File: config.mk
export PLATFORM = sky130hd
export DESIGN_NAME = frame_cmd_engine
export DESIGN_NICKNAME = d
export VERILOG_FILES = /design/src/rtl/fce_pkg.sv /design/src/rtl/fce_rx_buf.sv /design/src/rtl/fce_tx_sender.sv /design/src/rtl/fce_ctrl.sv /design/src/rtl/frame_cmd_engine.sv
export SDC_FILE = /design/constraint.sdc
export NUM_CORES = 1
export LEC_CHECK = 0
export BUFFER_PORTS_ARGS = -buffer_cell sky130_fd_sc_hd__buf_2
export CAP_MARGIN = 20
export CORE_ASPECT_RATIO = 1.2
export CORE_MARGIN = 5
export CORE_UTILIZATION = 53
export CTS_CLUSTER_SIZE = 24
export DETAILED_ROUTE_END_ITERATION = 8
export PLACE_DENSITY = 0.76
export SLEW_MARGIN = 20
export SYNTH_ARGS = -nofsm -noshare
export SYNTH_HDL_FRONTEND = slang
export SYNTH_SLANG_ARGS = --single-unit
File: constraint.sdc
create_clock -name clk -period 2.8 [get_ports clk]
set_clock_uncertainty 0.15 [all_clocks]
set_input_delay 0.42 -clock clk [delete_from_list [all_inputs] [get_ports clk]]
set_output_delay 0.42 -clock clk [all_outputs]
set_load 0.05 [all_outputs]
File: src/rtl/fce_pkg.sv
package fce_pkg;
  // Command framing
  localparam logic [7:0] CMD_OPEN  = 8'h55;
  localparam logic [7:0] CMD_CLOSE = 8'hAA;
  localparam logic [7:0] OPC_RST   = 8'h01;
  localparam logic [7:0] OPC_RD    = 8'h10;
  localparam logic [7:0] OPC_WR    = 8'h11;
  // Reply framing and status codes
  localparam logic [7:0] RSP_OPEN  = 8'hAA;
  localparam logic [7:0] RSP_CLOSE = 8'h55;
  localparam logic [7:0] STS_RD_OK = 8'h7F;
  localparam logic [7:0] STS_WR_OK = 8'h7E;
  localparam logic [7:0] STS_RS_OK = 8'h7D;
  localparam logic [7:0] STS_UNK   = 8'hFE;
  localparam logic [7:0] STS_FAIL  = 8'hFD;

  typedef enum logic [2:0] {
    C_HUNT, C_OPCODE, C_ARGS, C_CLOSE, C_ACCESS, C_CORE_RST, C_REPLY
  } ctrl_state_t;

  typedef enum logic [1:0] {T_IDLE, T_SEND, T_GAP} tx_state_t;

  // Number of argument bytes between the opcode and the closing byte
  function automatic logic [2:0] arg_bytes(input logic [7:0] op);
    case (op)
      OPC_RD:  arg_bytes = 3'd2;
      OPC_WR:  arg_bytes = 3'd6;
      default: arg_bytes = 3'd0;
    endcase
  endfunction

  // Reply length: markers and status, plus four data bytes when carrying data
  function automatic logic [2:0] reply_len(input logic with_data);
    reply_len = with_data ? 3'd7 : 3'd3;
  endfunction

  // Byte idx of a reply frame
  function automatic logic [7:0] reply_byte(input logic [2:0] idx, input logic [7:0] sts,
                                            input logic [31:0] word, input logic with_data);
    if (idx == 3'd0)                         reply_byte = RSP_OPEN;
    else if (idx == 3'd1)                    reply_byte = sts;
    else if (idx == reply_len(with_data) - 3'd1) reply_byte = RSP_CLOSE;
    else begin
      case (idx)
        3'd2:    reply_byte = word[31:24];
        3'd3:    reply_byte = word[23:16];
        3'd4:    reply_byte = word[15:8];
        default: reply_byte = word[7:0];
      endcase
    end
  endfunction
endpackage

File: src/rtl/fce_rx_buf.sv
module fce_rx_buf #(
  parameter int DEPTH = 8
) (
  input  logic                     clk,
  input  logic                     rst_n,
  input  logic                     rx_syn,
  input  logic [7:0]               rx_data,
  output logic                     rx_ack,
  input  logic                     pop,
  output logic [7:0]               head,
  output logic                     empty,
  output logic                     full,
  output logic [$clog2(DEPTH+1)-1:0] level
);
  localparam int PW = (DEPTH > 1) ? $clog2(DEPTH) : 1;
  localparam int LW = $clog2(DEPTH+1);

  logic [7:0]    mem [DEPTH];
  logic [PW-1:0] wr_ptr, rd_ptr;
  logic [LW-1:0] cnt;
  logic          wait_low;
  logic          byte_accept;
  logic          do_pop;

  assign empty       = (cnt == '0);
  assign full        = (cnt == LW'(DEPTH));
  assign level       = cnt;
  assign head        = mem[rd_ptr];
  assign byte_accept = rx_syn && !wait_low && !full;
  assign do_pop      = pop && !empty;

  function automatic logic [PW-1:0] next_ptr(input logic [PW-1:0] p);
    next_ptr = (p == PW'(DEPTH-1)) ? '0 : p + 1'b1;
  endfunction

  always_ff @(posedge clk or negedge rst_n) begin
    if (!rst_n) begin
      wr_ptr   <= '0;
      rd_ptr   <= '0;
      cnt      <= '0;
      wait_low <= 1'b0;
      rx_ack   <= 1'b0;
    end else begin
      rx_ack <= byte_accept;
      if (byte_accept)  wait_low <= 1'b1;
      else if (!rx_syn) wait_low <= 1'b0;
      if (byte_accept) wr_ptr <= next_ptr(wr_ptr);
      if (do_pop)      rd_ptr <= next_ptr(rd_ptr);
      case ({byte_accept, do_pop})
        2'b10:   cnt <= cnt + 1'b1;
        2'b01:   cnt <= cnt - 1'b1;
        default: cnt <= cnt;
      endcase
    end
  end

  always_ff @(posedge clk) begin
    if (byte_accept) mem[wr_ptr] <= rx_data;
  end
endmodule

File: src/rtl/fce_tx_sender.sv
module fce_tx_sender
  import fce_pkg::*;
(
  input  logic        clk,
  input  logic        rst_n,
  input  logic        go,
  input  logic [7:0]  sts,
  input  logic [31:0] word,
  input  logic        with_data,
  output logic        tx_syn,
  output logic [7:0]  tx_data,
  input  logic        tx_ack,
  output logic        done
);
  tx_state_t   st;
  logic [2:0]  idx;
  logic [7:0]  sts_q;
  logic [31:0] word_q;
  logic        wd_q;
  logic        last_byte;

  assign last_byte = (idx == reply_len(wd_q) - 3'd1);

  always_ff @(posedge clk or negedge rst_n) begin
    if (!rst_n) begin
      st      <= T_IDLE;
      idx     <= '0;
      sts_q   <= '0;
      word_q  <= '0;
      wd_q    <= 1'b0;
      tx_syn  <= 1'b0;
      tx_data <= '0;
      done    <= 1'b0;
    end else begin
      done <= 1'b0;
      case (st)
        T_IDLE: if (go) begin
          sts_q   <= sts;
          word_q  <= word;
          wd_q    <= with_data;
          idx     <= '0;
          tx_data <= reply_byte(3'd0, sts, word, with_data);
          tx_syn  <= 1'b1;
          st      <= T_SEND;
        end
        T_SEND: if (tx_ack) begin
          tx_syn <= 1'b0;
          st     <= T_GAP;
        end
        T_GAP: if (!tx_ack) begin
          if (last_byte) begin
            done <= 1'b1;
            st   <= T_IDLE;
          end else begin
            idx     <= idx + 3'd1;
            tx_data <= reply_byte(idx + 3'd1, sts_q, word_q, wd_q);
            tx_syn  <= 1'b1;
            st      <= T_SEND;
          end
        end
        default: st <= T_IDLE;
      endcase
    end
  end
endmodule

File: src/rtl/fce_ctrl.sv
module fce_ctrl
  import fce_pkg::*;
#(
  parameter int RST_CYCLES = 4
) (
  input  logic        clk,
  input  logic        rst_n,
  input  logic        buf_empty,
  input  logic [7:0]  buf_head,
  output logic        buf_pop,
  output logic        core_rst_n,
  output logic        core_cs,
  output logic        core_we,
  output logic [15:0] core_addr,
  output logic [31:0] core_wdata,
  input  logic [31:0] core_rdata,
  input  logic        core_err,
  output logic        tx_go,
  output logic [7:0]  rsp_sts,
  output logic [31:0] rsp_word,
  output logic        rsp_with_data,
  input  logic        tx_done
);
  localparam int RW = $clog2(RST_CYCLES + 1);

  ctrl_state_t st;
  logic [7:0]  op;
  logic [2:0]  arg_cnt;
  logic [RW-1:0] rst_cnt;
  logic        parsing;
  logic        take;

  assign parsing    = (st == C_HUNT) || (st == C_OPCODE) || (st == C_ARGS) || (st == C_CLOSE);
  assign buf_pop    = parsing && !buf_empty;
  assign take       = buf_pop;
  assign core_cs    = (st == C_ACCESS);
  assign core_we    = core_cs && (op == OPC_WR);
  assign core_rst_n = (st != C_CORE_RST);

  function automatic logic known_op(input logic [7:0] b);
    known_op = (b == OPC_RST) || (b == OPC_RD) || (b == OPC_WR);
  endfunction

  always_ff @(posedge clk or negedge rst_n) begin
    if (!rst_n) begin
      st            <= C_HUNT;
      op            <= '0;
      arg_cnt       <= '0;
      rst_cnt       <= '0;
      core_addr     <= '0;
      core_wdata    <= '0;
      rsp_sts       <= '0;
      rsp_word      <= '0;
      rsp_with_data <= 1'b0;
      tx_go         <= 1'b0;
    end else begin
      tx_go <= 1'b0;
      case (st)
        C_HUNT: if (take && buf_head == CMD_OPEN) st <= C_OPCODE;
        C_OPCODE: if (take) begin
          if (known_op(buf_head)) begin
            op      <= buf_head;
            arg_cnt <= '0;
            st      <= (arg_bytes(buf_head) == 3'd0) ? C_CLOSE : C_ARGS;
          end else begin
            rsp_sts       <= STS_UNK;
            rsp_with_data <= 1'b0;
            tx_go         <= 1'b1;
            st            <= C_REPLY;
          end
        end
        C_ARGS: if (take) begin
          if (arg_cnt < 3'd2) core_addr  <= {core_addr[7:0], buf_head};
          else                core_wdata <= {core_wdata[23:0], buf_head};
          arg_cnt <= arg_cnt + 3'd1;
          if (arg_cnt == arg_bytes(op) - 3'd1) st <= C_CLOSE;
        end
        C_CLOSE: if (take) begin
          if (buf_head != CMD_CLOSE) begin
            rsp_sts       <= STS_FAIL;
            rsp_with_data <= 1'b0;
            tx_go         <= 1'b1;
            st            <= C_REPLY;
          end else if (op == OPC_RST) begin
            rst_cnt <= '0;
            st      <= C_CORE_RST;
          end else begin
            st <= C_ACCESS;
          end
        end
        C_ACCESS: begin
          rsp_word      <= core_rdata;
          rsp_sts       <= core_err ? STS_FAIL : ((op == OPC_WR) ? STS_WR_OK : STS_RD_OK);
          rsp_with_data <= !core_err && (op == OPC_RD);
          tx_go         <= 1'b1;
          st            <= C_REPLY;
        end
        C_CORE_RST: begin
          rst_cnt <= rst_cnt + 1'b1;
          if (rst_cnt == RW'(RST_CYCLES - 1)) begin
            rsp_sts       <= STS_RS_OK;
            rsp_with_data <= 1'b0;
            tx_go         <= 1'b1;
            st            <= C_REPLY;
          end
        end
        C_REPLY: if (tx_done) st <= C_HUNT;
        default: st <= C_HUNT;
      endcase
    end
  end
endmodule

File: src/rtl/frame_cmd_engine.sv
module frame_cmd_engine #(
  parameter int DEPTH      = 8,
  parameter int RST_CYCLES = 4
) (
  input  logic        clk,
  input  logic        rst_n,
  input  logic        rx_syn,
  input  logic [7:0]  rx_data,
  output logic        rx_ack,
  output logic        tx_syn,
  output logic [7:0]  tx_data,
  input  logic        tx_ack,
  output logic        core_rst_n,
  output logic        core_cs,
  output logic        core_we,
  output logic [15:0] core_addr,
  output logic [31:0] core_wdata,
  input  logic [31:0] core_rdata,
  input  logic        core_err
);
  localparam int LW = $clog2(DEPTH + 1);

  logic          buf_pop, buf_empty, buf_full;
  logic [7:0]    buf_head;
  logic [LW-1:0] buf_level;
  logic          tx_go, tx_done, rsp_with_data;
  logic [7:0]    rsp_sts;
  logic [31:0]   rsp_word;

  fce_rx_buf #(.DEPTH(DEPTH)) u_rx (
    .clk(clk), .rst_n(rst_n), .rx_syn(rx_syn), .rx_data(rx_data), .rx_ack(rx_ack),
    .pop(buf_pop), .head(buf_head), .empty(buf_empty), .full(buf_full), .level(buf_level)
  );

  fce_ctrl #(.RST_CYCLES(RST_CYCLES)) u_ctrl (
    .clk(clk), .rst_n(rst_n), .buf_empty(buf_empty), .buf_head(buf_head), .buf_pop(buf_pop),
    .core_rst_n(core_rst_n), .core_cs(core_cs), .core_we(core_we), .core_addr(core_addr),
    .core_wdata(core_wdata), .core_rdata(core_rdata), .core_err(core_err),
    .tx_go(tx_go), .rsp_sts(rsp_sts), .rsp_word(rsp_word), .rsp_with_data(rsp_with_data),
    .tx_done(tx_done)
  );

  fce_tx_sender u_tx (
    .clk(clk), .rst_n(rst_n), .go(tx_go), .sts(rsp_sts), .word(rsp_word),
    .with_data(rsp_with_data), .tx_syn(tx_syn), .tx_data(tx_data), .tx_ack(tx_ack),
    .done(tx_done)
  );
endmodule

==> results of run 1 <==
==> worst max-delay path: stages, from the launching register on <==
cell and delay [ns]:
dfrtp_2 0.41, buf_12 0.14, mux4_2 0.50, mux2_4 0.28, or4_4 0.56, buf_6 0.14, nor4_4 0.16, buf_4 0.16
and2_4 0.19, o21ai_1 0.07
==> timing repair <==
item / in CTS / in global routing
buffers inserted: 3 / 3
resized for setup: 10 / 15
hold buffers: 35 / 0
endpoints found under the setup margin: 14 / 23
pin swaps: 7 / 6
hold endpoints to repair: 80 / 0
cloned: 2 / 0
==> cell usage in the layout, fill, tap and decap left out, types with 5 or more instances in the layout <==
cell type        n
dfrtp_1        164
mux2_2         114
buf_2          103
edfxtp_1        64
buf_4           49
nand2_1         40
dlygate4sd3_1   35
clkbuf_16       25
nor2_1          24
o21ai_0         18
a21oi_1         17
mux4_2          16
ha_1            15
inv_1           12
nand3_1         12
nor3_1          12
nor2b_1          9
nand2b_1         6
xor2_1           6
and3_1           6
nor4_1           5
mux2i_1          5
a21o_1           5
clkbuf_1         5
==> metal layers <==
metal / GRT usage / share of wire / vias up
li1: - / - / 2860
met1: 0.244 / 0.40 / 3135
met2: 0.375 / 0.54 / 119
met3: 0.0353 / 0.043 / 38
met4: 0.0510 / 0.020 / 0
met5: 0 / 0 / -
==> state kept, by name, indices dropped and copies added, names as in the netlist, 2 cells and up <==
name               count
u_rx.wr_ptr            3
u_ctrl.core_addr      16
u_tx.idx               3
u_tx.st                2
u_tx.word_q           32
u_tx.sts_q             4
u_ctrl.rst_cnt         3
u_ctrl.rsp_sts         4
u_tx.tx_data           8
u_ctrl.arg_cnt         3
u_ctrl.core_wdata     32
u_rx.rd_ptr            3
u_rx.mem              64
u_rx.level             4
u_ctrl.rsp_word       32
u_ctrl.op              8
u_ctrl.st              3
==> logic make-up after synthesis <==
logic type | Yosys count | synth area share
AOI/OAI and AO/OA | 91 | 0.0630
DFF | 231 | 0.633
adders and majority gates | 16 | 0.0216
and+or+nand+nor | 141 | 0.0740
xor gates and xnor gates | 10 | 0.00909
muxes | 139 | 0.180
buffers and inverters | 43 | 0.0187
==> power by group through the flow <==
stage          Clock (uW)  Sequential, uW  Combinational (uW)
3_5_place_dp            0            5580                6010
2_1_floorplan           0            6640                3110
3_3_place_gp            0            5490                5800
6_report             3040            5540                6290
4_1_cts              3100            5530                6220
5_1_grt              3260            5680                6750
==> metrics by stage <==
| step | total power, uW | setup WS [ns] | TNS [ns] | cells | utilization |
|---|---|---|---|---|---|
| floorplan | 9750 | -0.0294 | -0.0367 | 671 | - |
| global placement | 11300 | 0.0435 | 0 | 1016 | 0.594 |
| detailed placement | 11600 | -0.0169 | -0.0392 | 1016 | 0.594 |
| CTS | 14900 | -0.0589 | -0.363 | 1098 | 0.661 |
| global route | 15700 | -0.219 | -2.81 | 1101 | 0.665 |
| finish | 14900 | -0.0870 | -0.674 | 1101 | 0.665 |
==> path summary, 6_finish.rpt <==
path	start	endpoint	slack [ns]	cells after the start
min in group asynchronous	rst_n	u_ctrl.rsp_word[28]	0.25	2
worst min register to register	u_tx.tx_data[4]	u_tx.tx_data[4]	0.33	1
worst min-delay path	rx_data[0]	u_rx.mem[5][0]	0.02	1
worst max-delay path	u_rx.rd_ptr[0]	u_ctrl.arg_cnt[1]	-0.09	9
max in group asynchronous	rst_n	u_rx.rd_ptr[2]	1.47	3
worst max register to register	u_rx.rd_ptr[0]	u_ctrl.arg_cnt[1]	-0.09	9
==> area by class of cell <==
class,count,share of cell area
Sequential cell,231,0.508
Multi-Input combinational cell,398,0.289
Timing Repair Buffer,194,0.113
Clock buffer,33,0.0571
Tap cell,224,0.0233
Clock inverter,9,0.00604
Inverter,12,0.00375
==> flow_summary.toml, run 1 <==
[cts]
numCtsBuffers = 24
clk_latency_ns = 0.51
clk_pin_slew_ns = 0.06
htreeDepth = 1
clock_path_buffers = 3
cts_tree = "yes"
root_buffer = "clkbuf_16"
cts_num_sinks = 231

[sta]
setup_viol = 13
fin_crit_ns = 2.89
hold_slack_ns = 0.0233
rsz0062_at_grt = "true"
setup_ws_ns = -0.0870
clock.fmax_mhz = 346
slew_viol_final = 0
finalHoldViolCount = 0
worst_pin_slew_ns = 0.707
slew_headroom = 0.523
post-route-period-util = 1.03

[layout]
area_delta_synth_final_pct = 24.6
fillCellCount = 1223
drive_above_1_share = 0.404
diodes = 0
ff_latch_area_mm2 = 0.00610
final_nets = 922
final_cell_area_mm2 = 0.0120
multi_input_area_mm2 = 0.00347

[synth]
avgSynthCellArea_um2 = 14.4
synth_area_mm2 = 0.00963
ys_seq_elements = 231
ys_types = 56
async_flop_share = 0.723
synth.area.top_cells = "dfrtp_1, edfxtp_1, mux2_2, mux4_2, ha_1"
synthFlopType = "dfrtp_1"
yosysTopAreaCellShare = 0.434
synth-edff-count = 64
synthTopCellsByCount = "dfrtp_1, mux2_2, edfxtp_1, nand2_1"
synth_most_common_cell = "dfrtp_1"
syn_nets = 732
syn_inst = 671
yosysSeqAreaShare = 0.633
synth_top_area_cell = "dfrtp_1"
ys_warn_count = 0

[floorplan]
core_mm2 = 0.0180
floorplan.die_area_mm2 = 0.0210
die_h_um = 158
rows = 54
die_w_um = 133
ios = 106
start_util = 0.534

[critical_path]
endpoint_kind = "flop"
cp-start-kind = "flop"
cp_data_required_time_ns = 3.04
crit_fanout = 6
cp.arrival_ns = 3.13
critPathKind = "reg2reg"

[power]
p_switching_uw = 5760
powerDensity_mw_per_mm2 = 1240
p_leak_uw = 0.00513
peakVddDrop_mv = 0.648
intPower_uw = 9110
clock_power_share = 0.204
power.share.switching = 0.387
combPwrFrac = 0.423
p_seq_frac = 0.373

[routing]
via_per_inst = 5.59
via_count = 6152
drt_iter0_markers = 306
finalWirelength_um = 21100
drc_errors = 0
firstDrtPassIters = 5
ant_nets = 0
wl_per_cell_um = 19.1

[place]
place_congestion = 0.863
dp_hpwl_um = 14200
place_area_mm2 = 0.0107
port_buffers = 105

[grt]
antenna_found_initial = 0
grt_max_degree = 70
grt_pass1_wl_um = 33900
grt_pass1_vias = 6578
grt-ovfl-total = 0
track_usage = 0.201

[job]
drv_cap = 0

[status]
status = "finished, violations left"
violations = "negative setup slack"

[min_path]
worstHoldPathType = "in2reg"
Note: power is estimated with default switching activity, not from simulation.
==> run 2, diff against run 1 <==
Settings changed: CORE_UTILIZATION 53 to 25, PLACE_DENSITY 0.76 to not set, RECOVER_POWER set to 50.
==> flow_summary.toml, run 2 (synthesis gave the netlist of run 1 again) <==
[critical_path]
critPathKind = "reg2reg"
critPathMaxStageDelay_ns = 0.58
cp.arrival_ns = 3.05
cp-start-kind = "flop"
endpoint_kind = "flop"
cp_cell_sequence = "buf_12 -> mux4_2 -> mux2_4 -> or4_4 -> or3_4 -> a21oi_2 -> o211ai_1"
crit_family = "simple AND/OR/NAND/NOR gates"
cpMaxStageDelayCell = "or4_4"
path_buf_inv = 1
cp_data_required_time_ns = 3.04
crit_fanout = 5
regToRegSetupSlack_ns = -0.009

[status]
status = "finished, violations left"
violations = "max-capacitance violations, max-slew violations, negative setup slack"

[routing]
drc_errors = 0
via_count = 6138
via_per_inst = 4.46
ant_nets = 0
drt_iter0_markers = 281
firstDrtPassIters = 6
wl_per_cell_um = 16.0
finalWirelength_um = 22000

[place]
port_buffers = 105
place_congestion = 0.812
place_inst = 1279
dp_hpwl_um = 15200
dp_worst_setup_slack_ns = -0.0121
place_area_mm2 = 0.0111

[sta]
fin_crit_ns = 2.81
clock.fmax_mhz = 356
slew_headroom = -0.109
setup_ws_ns = -0.00879
post-route-period-util = 1.00
finalHoldViolCount = 0
worst_pin_slew_ns = 1.66
rsz0062_at_grt = "true"
slew_viol_final = 68
setup_viol = 2

[layout]
multi_input_area_mm2 = 0.00343
fillCellCount = 3697
largest_register_ffs = 64
largest_register = "u_rx.mem"
area_delta_synth_final_pct = 29.4
stdcell_count = 1377
final_cell_mix = "dfrtp_1, mux2_2, buf_2, edfxtp_1, buf_4"
final_cell_area_mm2 = 0.0125
final_common_cell = "dfrtp_1"
utilization = 0.328
ff_latch_area_mm2 = 0.00610
final_nets = 937
drive_above_1_share = 0.374

[power]
p_leak_uw = 0.00517
peakVddDrop_mv = 0.723
powerDensity_mw_per_mm2 = 1210

[cts]
clock_path_buffers = 3
root_buffer = "clkbuf_16"
cts_tree = "yes"
numCtsBuffers = 26
clk_pin_slew_ns = 0.06
clk_latency_ns = 0.54
htreeDepth = 1
cts_num_sinks = 231

[min_path]
worstHoldPathType = "in2reg"

[grt]
track_usage = 0.102
grt-ovfl-total = 0
grt_max_degree = 68
grt_pass1_vias = 6463
grt_pass1_wl_um = 35600
antenna_found_initial = 2

[floorplan]
ios = 106
start_util = 0.254
rows = 78
die_w_um = 189
die_h_um = 225
floorplan.die_area_mm2 = 0.0426
core_mm2 = 0.0380

[job]
drv_cap = 1
[run 2: changes by cell type in the layout (fill, tap and decap cells not counted), sizes merged]
| cell | delta |
|---|---|
| inv | -1 |
| dlygate4sd3 | +8 |
| bufinv | +2 |
| clkbuf | +21 |
| and2 | -1 |
| diode | +1 |
| buf | -19 |
| clkinv | +7 |
| clkinvlp | +2 |
[run 2: worst paths after layout]
kind | start | endpoint | depth (start not counted)
max in group asynchronous | rst_n | u_tx.st[1] | 3
max | u_rx.rd_ptr[0] | u_ctrl.rsp_sts[6] | 7
min | core_err | u_ctrl.rsp_sts[7] | 3
min in group asynchronous | rst_n | u_ctrl.rsp_word[21] | 2
min reg2reg | u_rx.wait_low | u_rx.wait_low | 1
max reg2reg | u_rx.rd_ptr[0] | u_ctrl.rsp_sts[6] | 7
[run 2: cell type report]
| type | instances | share of cell area |
|---|---|---|
| well taps | 480 | 0.0482 |
| flip-flops and latches | 231 | 0.489 |
| repair buffers | 208 | 0.114 |
| clock inverters | 19 | 0.0156 |
| clock buffers | 29 | 0.0539 |
| diodes | 1 | 0.000201 |
| multi-input cells | 397 | 0.275 |
| inverters | 12 | 0.00361 |
[run 2: worst min-delay path: cells and delay by family]
| kind | cells | cell delay, ns |
|---|---|---|
| AOI/OAI and AO/OA | 2 | 0.17 |
| buffers and inverters | 1 | 0.12 |
[run 2: metrics by stage]
step,setup TNS [ns],hold slack [ns],power (uW)
detailed placement,-0.0603,0.318,11700
finish,-0.0143,0.0674,15100
CTS,-0.0776,0.0401,15300
global route,-6.14,0.0625,16100
floorplan,-0.0367,-0.0256,9750
global placement,0,0.314,11600
[run 2: timing repair]
item | in CTS | in global routing
hold buffers | 43 | 0
endpoints found under the setup margin | 11 | 23
hold endpoints to repair | 164 | 0
setup buffers | 1 | 4
gates resized for setup | 5 | 7
pin swaps | 0 | 3
cloned | 0 | 1
[run 2: per-layer routing]
metal | up-vias | global-route usage | routed length (um)
li1 | 2901 | - | -
met4 | 2 | 0.0292 | 572
met1 | 3068 | 0.129 | 9500
met3 | 37 | 0.0231 | 1020
met2 | 130 | 0.176 | 10900
met5 | - | 0 | 7
[run 2: power by group]
| part | internal (uW) | leakage, uW | switching [uW] | total [uW] |
|---|---|---|---|---|
| sequential | 4660 | 0.00260 | 834 | 5490 |
| clock | 2010 | 0.000414 | 1410 | 3430 |
| combinational | 2640 | 0.00216 | 3580 | 6220 |
==> run 3, diff against run 2 <==
Settings changed: SYNTH_HIERARCHICAL set to 1.
==> flow_summary.toml, run 3 <==
[floorplan]
die_h_um = 230
floorplan.die_area_mm2 = 0.0443
core_mm2 = 0.0397
die_w_um = 193
start_util = 0.253
ios = 106
rows = 80

[status]
violations = "max-capacitance violations, max-slew violations, negative setup slack"
status = "finished, violations left"

[cts]
numCtsBuffers = 28
clk_pin_slew_ns = 0.06
clk_latency_ns = 0.55
htreeDepth = 1
cts_tree = "yes"
clock_path_buffers = 3
root_buffer = "clkbuf_16"
cts_num_sinks = 235

[place]
port_buffers = 105
dp_hpwl_um = 16200
place_inst = 1340
dp_worst_setup_slack_ns = -0.220
place_area_mm2 = 0.0115
place_congestion = 0.791

[critical_path]
cp.arrival_ns = 3.29
regToRegSetupSlack_ns = -0.23
critPathLaunch = "u_rx/rd_ptr[0]"
rr_startpoint = "u_rx/rd_ptr[0]"
crit_path_end = "u_ctrl/rsp_sts[1]"
cp_data_required_time_ns = 3.06
path_buf_inv = 1
cp_cell_sequence = "buf_12 -> mux4_2 -> mux2_4 -> or4_4 -> or3_4 -> o221a_4 -> a211o_1"
endpoint_kind = "flop"
cp_num_cells = 7
cp-start-kind = "flop"
critPathKind = "reg2reg"
critPathMaxStageDelay_ns = 0.52
reg2reg_depth = 7
cpMaxStageDelayCell = "or4_4"
crit_family = "simple AND/OR/NAND/NOR gates"
r2r-end = "u_ctrl/rsp_sts[1]"
crit_fanout = 7

[sta]
worst_pin_slew_ns = 1.61
slew_headroom = -0.0745
setup_ws_ns = -0.231
rsz0062_at_grt = "true"
post-route-period-util = 1.08
slew_viol_final = 74
fin_crit_ns = 3.03
hold_slack_ns = 0.0111
finalHoldViolCount = 0
setup_viol = 6
clock.fmax_mhz = 330

[layout]
area_delta_synth_final_pct = 28.2
largest_register = "u_rx/mem"
stdcell_count = 1433
final_cell_area_mm2 = 0.0129
drive_above_1_share = 0.390
final_nets = 940
largest_register_ffs = 64
final_cell_mix = "dfrtp_1, mux2_2, buf_2, edfxtp_1, buf_4"
diodes = 0
final_common_cell = "dfrtp_1"
utilization = 0.324

[min_path]
worstHoldPathType = "in2reg"

[grt]
grt_pass1_vias = 6630
grt_pass1_wl_um = 37300
track_usage = 0.104
antenna_found_initial = 0
grt_max_degree = 64
grt-ovfl-total = 0

[synth]
avgSynthCellArea_um2 = 14.6
syn_nets = 752
synth_area_mm2 = 0.0100
syn_inst = 690
ys_warn_count = 6

[routing]
via_per_inst = 4.35
finalWirelength_um = 23000
ant_nets = 0
via_count = 6232
drt_iter0_markers = 297
firstDrtPassIters = 4
drc_errors = 0
wl_per_cell_um = 16.0

[power]
peakVddDrop_mv = 0.838
powerDensity_mw_per_mm2 = 1220
p_leak_uw = 0.00524

[job]
drv_cap = 2
[run 3: how the worst min path moves through the flow]
stage | slack, ns | startpoint | to | depth (start not counted)
after floorplan | -0.03 | rst_n | u_ctrl/arg_cnt[0] | 0
after global placement | 0.30 | rst_n | u_ctrl/rsp_word[1] | 1
after detailed placement | 0.29 | rst_n | u_ctrl/rsp_word[1] | 1
after CTS | 0.001 | core_rdata[9] | u_ctrl/rsp_word[9] | 2
after global routing | 0.0003 | core_rdata[9] | u_ctrl/rsp_word[9] | 2
final | 0.01 | core_rdata[9] | u_ctrl/rsp_word[9] | 2
[run 3: report_power, final]
part	switching, uW	total [uW]	internal, uW	leakage [uW]
clock	1390	3540	2150	0.000456
sequential	869	5600	4730	0.00264
combinational	3770	6630	2870	0.00214
[run 3: routing by layer]
metal,share of wire,wire (um),track usage
met4,0.024,541,0.0235
met2,0.52,11900,0.184
met1,0.42,9630,0.131
met5,0,0,0
met3,0.039,905,0.0187
[run 3: cell type report]
class                   instances  area (um2)
fillers                      3975       26900
flip-flops and latches        235        6200
multi-input cells             397        3670
repair buffers                196        1340
clock buffers                  43         837
well taps                     533         667
clock inverters                 9        91.3
inverters                      20        75.1
[run 3: per-stage QoR]
stage | power, uW | setup TNS [ns]
floorplan | 10200 | -0.862
global route | 16800 | -4.55
CTS | 15900 | -0.974
finish | 15800 | -1.08
global placement | 12100 | -0.420
detailed placement | 12200 | -0.617
[run 3: repair_timing]
item	4_1_cts	5_1_grt
hold endpoints to repair	150	0
hold buffers	39	0
pin swaps	1	5
gates resized for setup	5	19
endpoints found under the setup margin	8	22
setup buffers	2	1
